`src/rtl/sir_pkg.sv`:
```
package sir_pkg;

    localparam int BYTE_W = 8;

    localparam logic [BYTE_W-1:0] FLAG_OPEN  = 8'hC0;
    localparam logic [BYTE_W-1:0] FLAG_FILL  = 8'hFF;
    localparam logic [BYTE_W-1:0] FLAG_CLOSE = 8'hC1;
    localparam logic [BYTE_W-1:0] ESC_CHAR   = 8'h7D;
    localparam logic [BYTE_W-1:0] ESC_FLIP   = 8'h20;

    localparam logic [15:0] FCS_PRESET = 16'hFFFF;
    localparam logic [15:0] FCS_POLY_R = 16'h8408;

    typedef enum logic [2:0] {
        S_IDLE,
        S_PREAMBLE,
        S_START,
        S_PAYLOAD,
        S_CRC_LO,
        S_CRC_HI,
        S_STOP
    } sir_state_e;

    function automatic logic is_reserved(input logic [BYTE_W-1:0] b);
        return (b == FLAG_OPEN) || (b == FLAG_CLOSE) || (b == ESC_CHAR);
    endfunction

    function automatic logic [15:0] fcs_byte(input logic [15:0] cur,
                                             input logic [BYTE_W-1:0] d);
        logic [15:0] r;
        logic        fb;
        r = cur;
        for (int i = 0; i < BYTE_W; i++) begin
            fb = r[0] ^ d[i];
            r  = (r >> 1) ^ (fb ? FCS_POLY_R : 16'h0000);
        end
        return r;
    endfunction

endpackage

```
`src/rtl/sir_fcs16.sv`:
```
module sir_fcs16
    import sir_pkg::*;
(
    input  logic              clk,
    input  logic              rst_n,
    input  logic              clear,
    input  logic              update,
    input  logic [BYTE_W-1:0] din,
    output logic [15:0]       fcs
);

    always_ff @(posedge clk or negedge rst_n) begin
        if (!rst_n) begin
            fcs <= FCS_PRESET;
        end else if (clear) begin
            fcs <= FCS_PRESET;
        end else if (update) begin
            fcs <= fcs_byte(fcs, din);
        end
    end

endmodule

```
`src/rtl/sir_escaper.sv`:
```
module sir_escaper
    import sir_pkg::*;
(
    input  logic              clk,
    input  logic              rst_n,
    input  logic [BYTE_W-1:0] raw_data,
    input  logic              raw_valid,
    input  logic              raw_esc_en,
    output logic              raw_ready,
    output logic [BYTE_W-1:0] out_data,
    output logic              out_valid,
    input  logic              out_ready
);

    logic second_half;
    logic needs_esc;
    logic out_fire;

    assign needs_esc = raw_esc_en && is_reserved(raw_data);
    assign out_fire  = out_valid && out_ready;

    always_ff @(posedge clk or negedge rst_n) begin
        if (!rst_n) begin
            second_half <= 1'b0;
        end else if (out_fire) begin
            if (second_half) begin
                second_half <= 1'b0;
            end else if (needs_esc) begin
                second_half <= 1'b1;
            end
        end
    end

    always_comb begin
        out_valid = raw_valid;
        if (second_half) begin
            out_data  = raw_data ^ ESC_FLIP;
            raw_ready = out_ready;
        end else if (needs_esc) begin
            out_data  = ESC_CHAR;
            raw_ready = 1'b0;
        end else begin
            out_data  = raw_data;
            raw_ready = out_ready;
        end
    end

    // the byte behind a pending escape must still be offered unchanged
    assert_escape_hold_R3: assert property (@(posedge clk) disable iff (!rst_n)
        (second_half && !$rose(second_half)) |-> (raw_valid && $stable(raw_data)));

    // the second half of an escape is never itself a reserved value
    assert_escape_clean_R5: assert property (@(posedge clk) disable iff (!rst_n)
        (second_half && out_valid) |-> !is_reserved(out_data));

endmodule

```
`src/rtl/sir_tx_framer.sv`:
```
module sir_tx_framer
    import sir_pkg::*;
#(
    parameter int CNT_W = 4
)(
    input  logic              clk,
    input  logic              rst_n,
    input  logic              sof_req,
    input  logic [CNT_W-1:0]  flag_cnt,
    input  logic              extra_ff,
    input  logic [7:0]        in_data,
    input  logic              in_valid,
    input  logic              in_last,
    output logic              in_ready,
    output logic [7:0]        out_data,
    output logic              out_valid,
    input  logic              out_ready,
    output logic              busy,
    output logic              frame_done
);

    localparam logic [CNT_W-1:0] ONE_FLAG    = CNT_W'(1);
    localparam logic [CNT_W-1:0] B2B_MINIMUM = CNT_W'(2);

    sir_state_e        state, state_nx;
    logic [CNT_W-1:0]  fill_left;
    logic [CNT_W-1:0]  req_flags;
    logic              fill_ff;
    logic              just_ended;

    logic [BYTE_W-1:0] raw_data;
    logic              raw_valid;
    logic              raw_esc_en;
    logic              raw_ready;
    logic              fire;
    logic [15:0]       fcs;

    assign fire = raw_valid && raw_ready;

    // Effective flag count for a request taken this cycle
    always_comb begin
        req_flags = (flag_cnt == '0) ? ONE_FLAG : flag_cnt;
        if (just_ended && (req_flags < B2B_MINIMUM)) begin
            req_flags = B2B_MINIMUM;
        end
    end

    // Next-state selection
    always_comb begin
        state_nx = state;
        unique case (state)
            S_IDLE: begin
                if (sof_req) begin
                    state_nx = (req_flags > ONE_FLAG) ? S_PREAMBLE : S_START;
                end
            end
            S_PREAMBLE: begin
                if (fire && (fill_left == ONE_FLAG)) begin
                    state_nx = S_START;
                end
            end
            S_START: begin
                if (fire) state_nx = S_PAYLOAD;
            end
            S_PAYLOAD: begin
                if (fire && in_last) state_nx = S_CRC_LO;
            end
            S_CRC_LO: begin
                if (fire) state_nx = S_CRC_HI;
            end
            S_CRC_HI: begin
                if (fire) state_nx = S_STOP;
            end
            S_STOP: begin
                if (fire) state_nx = S_IDLE;
            end
            default: state_nx = S_IDLE;
        endcase
    end

    // State register and per-frame context
    always_ff @(posedge clk or negedge rst_n) begin
        if (!rst_n) begin
            state      <= S_IDLE;
            fill_left  <= '0;
            fill_ff    <= 1'b0;
            just_ended <= 1'b0;
        end else begin
            state <= state_nx;
            if (state == S_IDLE && sof_req) begin
                fill_left <= req_flags - ONE_FLAG;
                fill_ff   <= extra_ff;
            end else if (state == S_PREAMBLE && fire) begin
                fill_left <= fill_left - ONE_FLAG;
            end
            if (state == S_STOP && fire) begin
                just_ended <= 1'b1;
            end else if (state == S_IDLE) begin
                just_ended <= 1'b0;
            end
        end
    end

    // Byte source selection per state
    always_comb begin
        raw_data   = FLAG_OPEN;
        raw_valid  = 1'b0;
        raw_esc_en = 1'b0;
        unique case (state)
            S_IDLE: begin
                raw_valid = 1'b0;
            end
            S_PREAMBLE: begin
                raw_data  = fill_ff ? FLAG_FILL : FLAG_OPEN;
                raw_valid = 1'b1;
            end
            S_START: begin
                raw_data  = FLAG_OPEN;
                raw_valid = 1'b1;
            end
            S_PAYLOAD: begin
                raw_data   = in_data;
                raw_valid  = in_valid;
                raw_esc_en = 1'b1;
            end
            S_CRC_LO: begin
                raw_data   = ~fcs[7:0];
                raw_valid  = 1'b1;
                raw_esc_en = 1'b1;
            end
            S_CRC_HI: begin
                raw_data   = ~fcs[15:8];
                raw_valid  = 1'b1;
                raw_esc_en = 1'b1;
            end
            S_STOP: begin
                raw_data  = FLAG_CLOSE;
                raw_valid = 1'b1;
            end
            default: raw_valid = 1'b0;
        endcase
    end

    // Handshake outputs
    always_comb begin
        in_ready   = (state == S_PAYLOAD) && raw_ready;
        busy       = (state != S_IDLE);
        frame_done = (state == S_STOP) && fire;
    end

    sir_fcs16 u_fcs (
        .clk    (clk),
        .rst_n  (rst_n),
        .clear  (state == S_IDLE),
        .update ((state == S_PAYLOAD) && fire),
        .din    (in_data),
        .fcs    (fcs)
    );

    sir_escaper u_esc (
        .clk        (clk),
        .rst_n      (rst_n),
        .raw_data   (raw_data),
        .raw_valid  (raw_valid),
        .raw_esc_en (raw_esc_en),
        .raw_ready  (raw_ready),
        .out_data   (out_data),
        .out_valid  (out_valid),
        .out_ready  (out_ready)
    );

    // the check register starts every frame from its preset
    assert_fcs_preset_R4: assert property (@(posedge clk) disable iff (!rst_n)
        (state == S_START) |-> (fcs == FCS_PRESET));

    // a stalled output byte stays offered and unchanged
    assert_stall_hold_R7: assert property (@(posedge clk) disable iff (!rst_n)
        (out_valid && !out_ready) |=> (out_valid && $stable(out_data)));

    // completion is a single pulse followed by idle
    assert_done_pulse_R6: assert property (@(posedge clk) disable iff (!rst_n)
        frame_done |=> (!frame_done && !busy));

    // payload is pulled only in the payload phase
    assert_pull_window_R9: assert property (@(posedge clk) disable iff (!rst_n)
        in_ready |-> (state == S_PAYLOAD));

    // flag bytes leave untouched, never as an escape
    assert_flags_plain_R5: assert property (@(posedge clk) disable iff (!rst_n)
        (out_valid && (state == S_PREAMBLE || state == S_START || state == S_STOP))
            |-> (out_data != ESC_CHAR));

    // a request right after completion always gets extra flags
    assert_b2b_flags_R8: assert property (@(posedge clk) disable iff (!rst_n)
        (state == S_IDLE && just_ended && sof_req) |=> (state == S_PREAMBLE));

endmodule

```
`config.mk`:
```
export PLATFORM = sky130hd
export DESIGN_NAME = sir_tx_framer
export DESIGN_NICKNAME = d
export VERILOG_FILES = /design/src/rtl/sir_pkg.sv /design/src/rtl/sir_fcs16.sv /design/src/rtl/sir_escaper.sv /design/src/rtl/sir_tx_framer.sv
export SDC_FILE = /design/constraint.sdc
export NUM_CORES = 1
export LEC_CHECK = 0
export ABC_CLOCK_PERIOD_IN_PS = 4200
export BUFFER_PORTS_ARGS = -buffer_cell sky130_fd_sc_hd__buf_4
export CAP_MARGIN = 20
export CORE_UTILIZATION = 57
export CTS_CLUSTER_SIZE = 24
export DETAILED_ROUTE_END_ITERATION = 12
export GPL_TIMING_DRIVEN = 0
export PLACE_DENSITY = 0.76
export SYNTH_ARGS = -nofsm -noshare
export SYNTH_HDL_FRONTEND = slang
export SYNTH_HIERARCHICAL = 1
export SYNTH_SLANG_ARGS = --single-unit
```
`constraint.sdc`:
```
create_clock -name clk -period 4.2 [get_ports clk]
set_clock_uncertainty 0.2 [all_clocks]
set_input_delay 1.26 -clock clk [delete_from_list [all_inputs] [get_ports clk]]
set_output_delay 1.26 -clock clk [all_outputs]
set_load 0.02 [all_outputs]
```
==> results.py <==
metrics = {
    "floorplan": {
        "io_pins": 31,
        "core_area_um2": 3442,
        "dieArea_um2": 3973,
        "rows": 21,
        "die_width_um": 63.04,
        "initial_utilization_pct": 61.69,
        "die_h_um": 63.04,
    },
    "synth": {
        "synth_top_area_share_pct": 19.80,
        "synth_top_cell_by_area": "dfstp_2",
        "ys_warn_count": 6,
        "synth_cell_types": 57,
        "seq_area_frac_synth_pct": 31.59,
        "synth_edf_count": 0,
        "synth_cells": 225,
        "netlist_top_cells_area": "dfstp_2 (20%), dfrtp_1 (12%), xnor3_1 (8.5%)",
        "synth_flop_cell": "dfstp_2",
        "yosysMostFrequentCell": "a21oi_1",
        "ys_top_cells_by_count": "a21oi_1 (20), nor2_1 (17), o21ai_0 (17)",
        "postSynth.asyncResetShare_pct": 100.0,
        "synth_fp_nets": 248,
        "netlist_area_um2": 2123,
        "ys_seq_elements": 26,
        "syn_area_per_cell_um2": 9.437,
    },
    "routing": {
        "final_antenna_net_count": 0,
        "drt_first_iter_violations": 123,
        "drt-pass1-iter-count": 4,
        "highest_layer": "met4",
        "vias": 1806,
        "drc": 0,
        "vias_per_cell": 5.770,
        "routedWlPerCell_um": 16.64,
        "routed-wl-met2_um": 2518,
        "routed_wl_um": 5209,
        "met1_length_um": 2332,
        "wl_met3_um": 263,
    },
    "pwr": {
        "power_leakage_uw": 0.001209,
        "power.density_nw_per_um2": 815.7,
        "finalPower_uw": 2152,
        "max-vdd-ir-drop_mv": 0.3548,
    },
    "cells_and_area": {
        "final.fill_count": 243,
        "multi_input_area_um2": 1404,
        "regArea_um2": 671.9,
        "drive_gt1_share_pct": 37.08,
        "syn_to_final_growth_pct": 24.28,
        "diodes": 0,
        "num-nets-final": 291,
        "utilization_pct": 76.66,
    },
    "grt": {
        "grt_max_degree": 27,
        "grt_use_total_pct": 27.75,
        "grt_pass1_vias": 1846,
        "overflow": 0,
        "antenna_found_initial": 0,
        "grt_pass1_wl_um": 8549,
    },
    "timing": {
        "fin_crit_ns": 4.274,
        "slew-limit-headroom_pct": 60.38,
        "finalHoldViolations": 0,
        "final-setup-viol-count": 2,
        "maxSlewViolCount": 0,
        "layout_setup_ws_ns": -0.07416,
        "worst-slew-pin-transition_ns": 0.5928,
        "rsz0062_at_grt": "yes",
        "holdWs_ns": 0.3408,
        "finalCritPeriodShare_pct": 101.8,
        "fmax_ghz": 0.2340,
    },
    "clock_network": {
        "cts_buffers": 3,
        "ctsHtreeMaxLevel": 1,
        "cts_tree": "built",
        "clk_pin_slew_ns": 0.10,
        "clk_latency_ns": 0.27,
        "cts_hold_buf": 0,
        "cts-root-buf": "clkbuf_8",
        "clockBufferDepth": 2,
        "clock_sinks": 26,
    },
    "worst_setup_path": {
        "path_cells": "buf_8, nand2_4, a21oi_2, o21ai_1, o21ai_2, o41ai_2, nand2_2, o21a_1, nor3b_4, buf_6",
        "cp_num_buf_inv": 2,
        "worstSetupStartpointType": "primary input",
        "cpPeakStageDelay_ns": 0.41,
        "critical_path.max_fanout": 3,
        "worstSetupPathType": "primary input to primary output",
        "critPathRequiredTime_ns": 2.74,
        "slowest_stage": "o41ai_2",
        "crit_arrival_ns": 2.81,
        "crit_family": "compound AO/OA/AOI/OAI gates",
        "crit_path_end_kind": "primary output",
    },
    "run_status": {
        "outcome": "complete, but fails checks",
        "violations": "negative setup slack",
    },
    "placement": {
        "dp_hpwl_um": 3620,
        "routabilityCongestion": 0.8819,
        "port_buffers": 30,
    },
    "run": {
        "maxCapViolCount": 0,
    },
    "worst_hold_path": {
        "hold_path.class": "register to register",
    },
}
==> report_power, final <==
group          switching, µW  internal [µW]
clock                   85.6            104
combinational            757            738
sequential              90.6            378
==> metal layers <==
| layer | up-vias | GRT usage (%) |
|---|---|---|
| met5 | - | 0 |
| met4 | 0 | 9.012 |
| met3 | 11 | 5.292 |
| met1 | 862 | 36.53 |
| met2 | 59 | 45.56 |
| li1 | 874 | - |
==> cell usage in the layout, fill, tap and decap left out, types with 4 or more instances in the layout <==
master and count:
nor2b_1 8, nor2_1 17, clkbuf_1 6, ha_1 4, buf_6 4, dfstp_2 16, o21ai_1 5, dfrtp_1 9
xnor3_1 8, o21ai_0 9, xor2_1 7, a211o_1 8, nor3_1 4, a21o_2 4, xnor2_1 11, o22ai_1 4
a21oi_1 18, inv_1 10, buf_4 36, nand2_1 11
==> registers in the layout, indices dropped and copies added (netlist names) <==
| name | flops |
|---|---|
| state | 3 |
| fill_left | 4 |
| fill_ff | 1 |
| u_fcs/fcs | 16 |
| just_ended | 1 |
| u_esc/second_half | 1 |
==> kinds of logic (layout without fill, tap and decap cells) <==
kind of cell,count (synthesis),in the layout,share of synthesized area (%)
simple gates,66,66,17.03
xor+xnor,30,30,19.86
fa+ha+maj,4,4,2.357
mux,4,4,2.416
flops,26,26,31.58
buf+inv,27,69,5.362
compound gates,68,68,21.39
==> timing repair <==
item,in CTS,in global routing
buffers inserted,6,4
pin swaps,6,6
resized for setup,20,18
setup endpoints to repair,18,10
==> area by class of cell <==
type | count | area share [%]
Multi-Input combinational cell | 172 | 53.20
Sequential cell | 26 | 25.46
Inverter | 11 | 1.565
Buffer | 15 | 2.845
Timing Repair Buffer | 39 | 12.23
Clock buffer | 4 | 2.513
Tap cell | 46 | 2.181
==> worst register-to-register path, stage by stage (launching register included) <==
cell	delay, ns
dfrtp_1	0.36
buf_2	0.22
clkbuf_2	0.29
nor2_1	0.10
and2_1	0.19
a22oi_2	0.42
o41ai_2	0.18
nand2_2	0.11
o21a_1	0.18
nor3b_4	0.23
and2_1	0.19
clkbuf_1	0.42
buf_1	0.45
nor3_1	0.09
a21oi_1	0.14
==> final timing paths <==
kind                             from                end  slack [ns]  cells past startpoint
min                        just_ended         just_ended        0.34                      1
max in group asynchronous       rst_n       u_fcs/fcs[0]        2.82                      1
max                        in_data[2]           in_ready       -0.07                     10
min reg2reg                just_ended         just_ended        0.34                      1
max reg2reg                  state[1]      u_fcs/fcs[10]        0.36                     14
min in group asynchronous       rst_n  u_esc/second_half        0.68                      1
==> stage by stage <==
step / cell area, µm² / TNS (ns) / instances / setup slack [ns]
floorplan: 2128 / 0 / 225 / 0.03672
global placement: 2411 / -3.348 / 301 / -0.3731
detailed placement: 2411 / -4.292 / 301 / -0.4090
CTS: 2576 / -0.08633 / 311 / -0.03435
global route: 2639 / -0.2936 / 313 / -0.1300
finish: 2639 / -0.1371 / 313 / -0.07416
No activity file was read; power rests on OpenSTA's default activity.
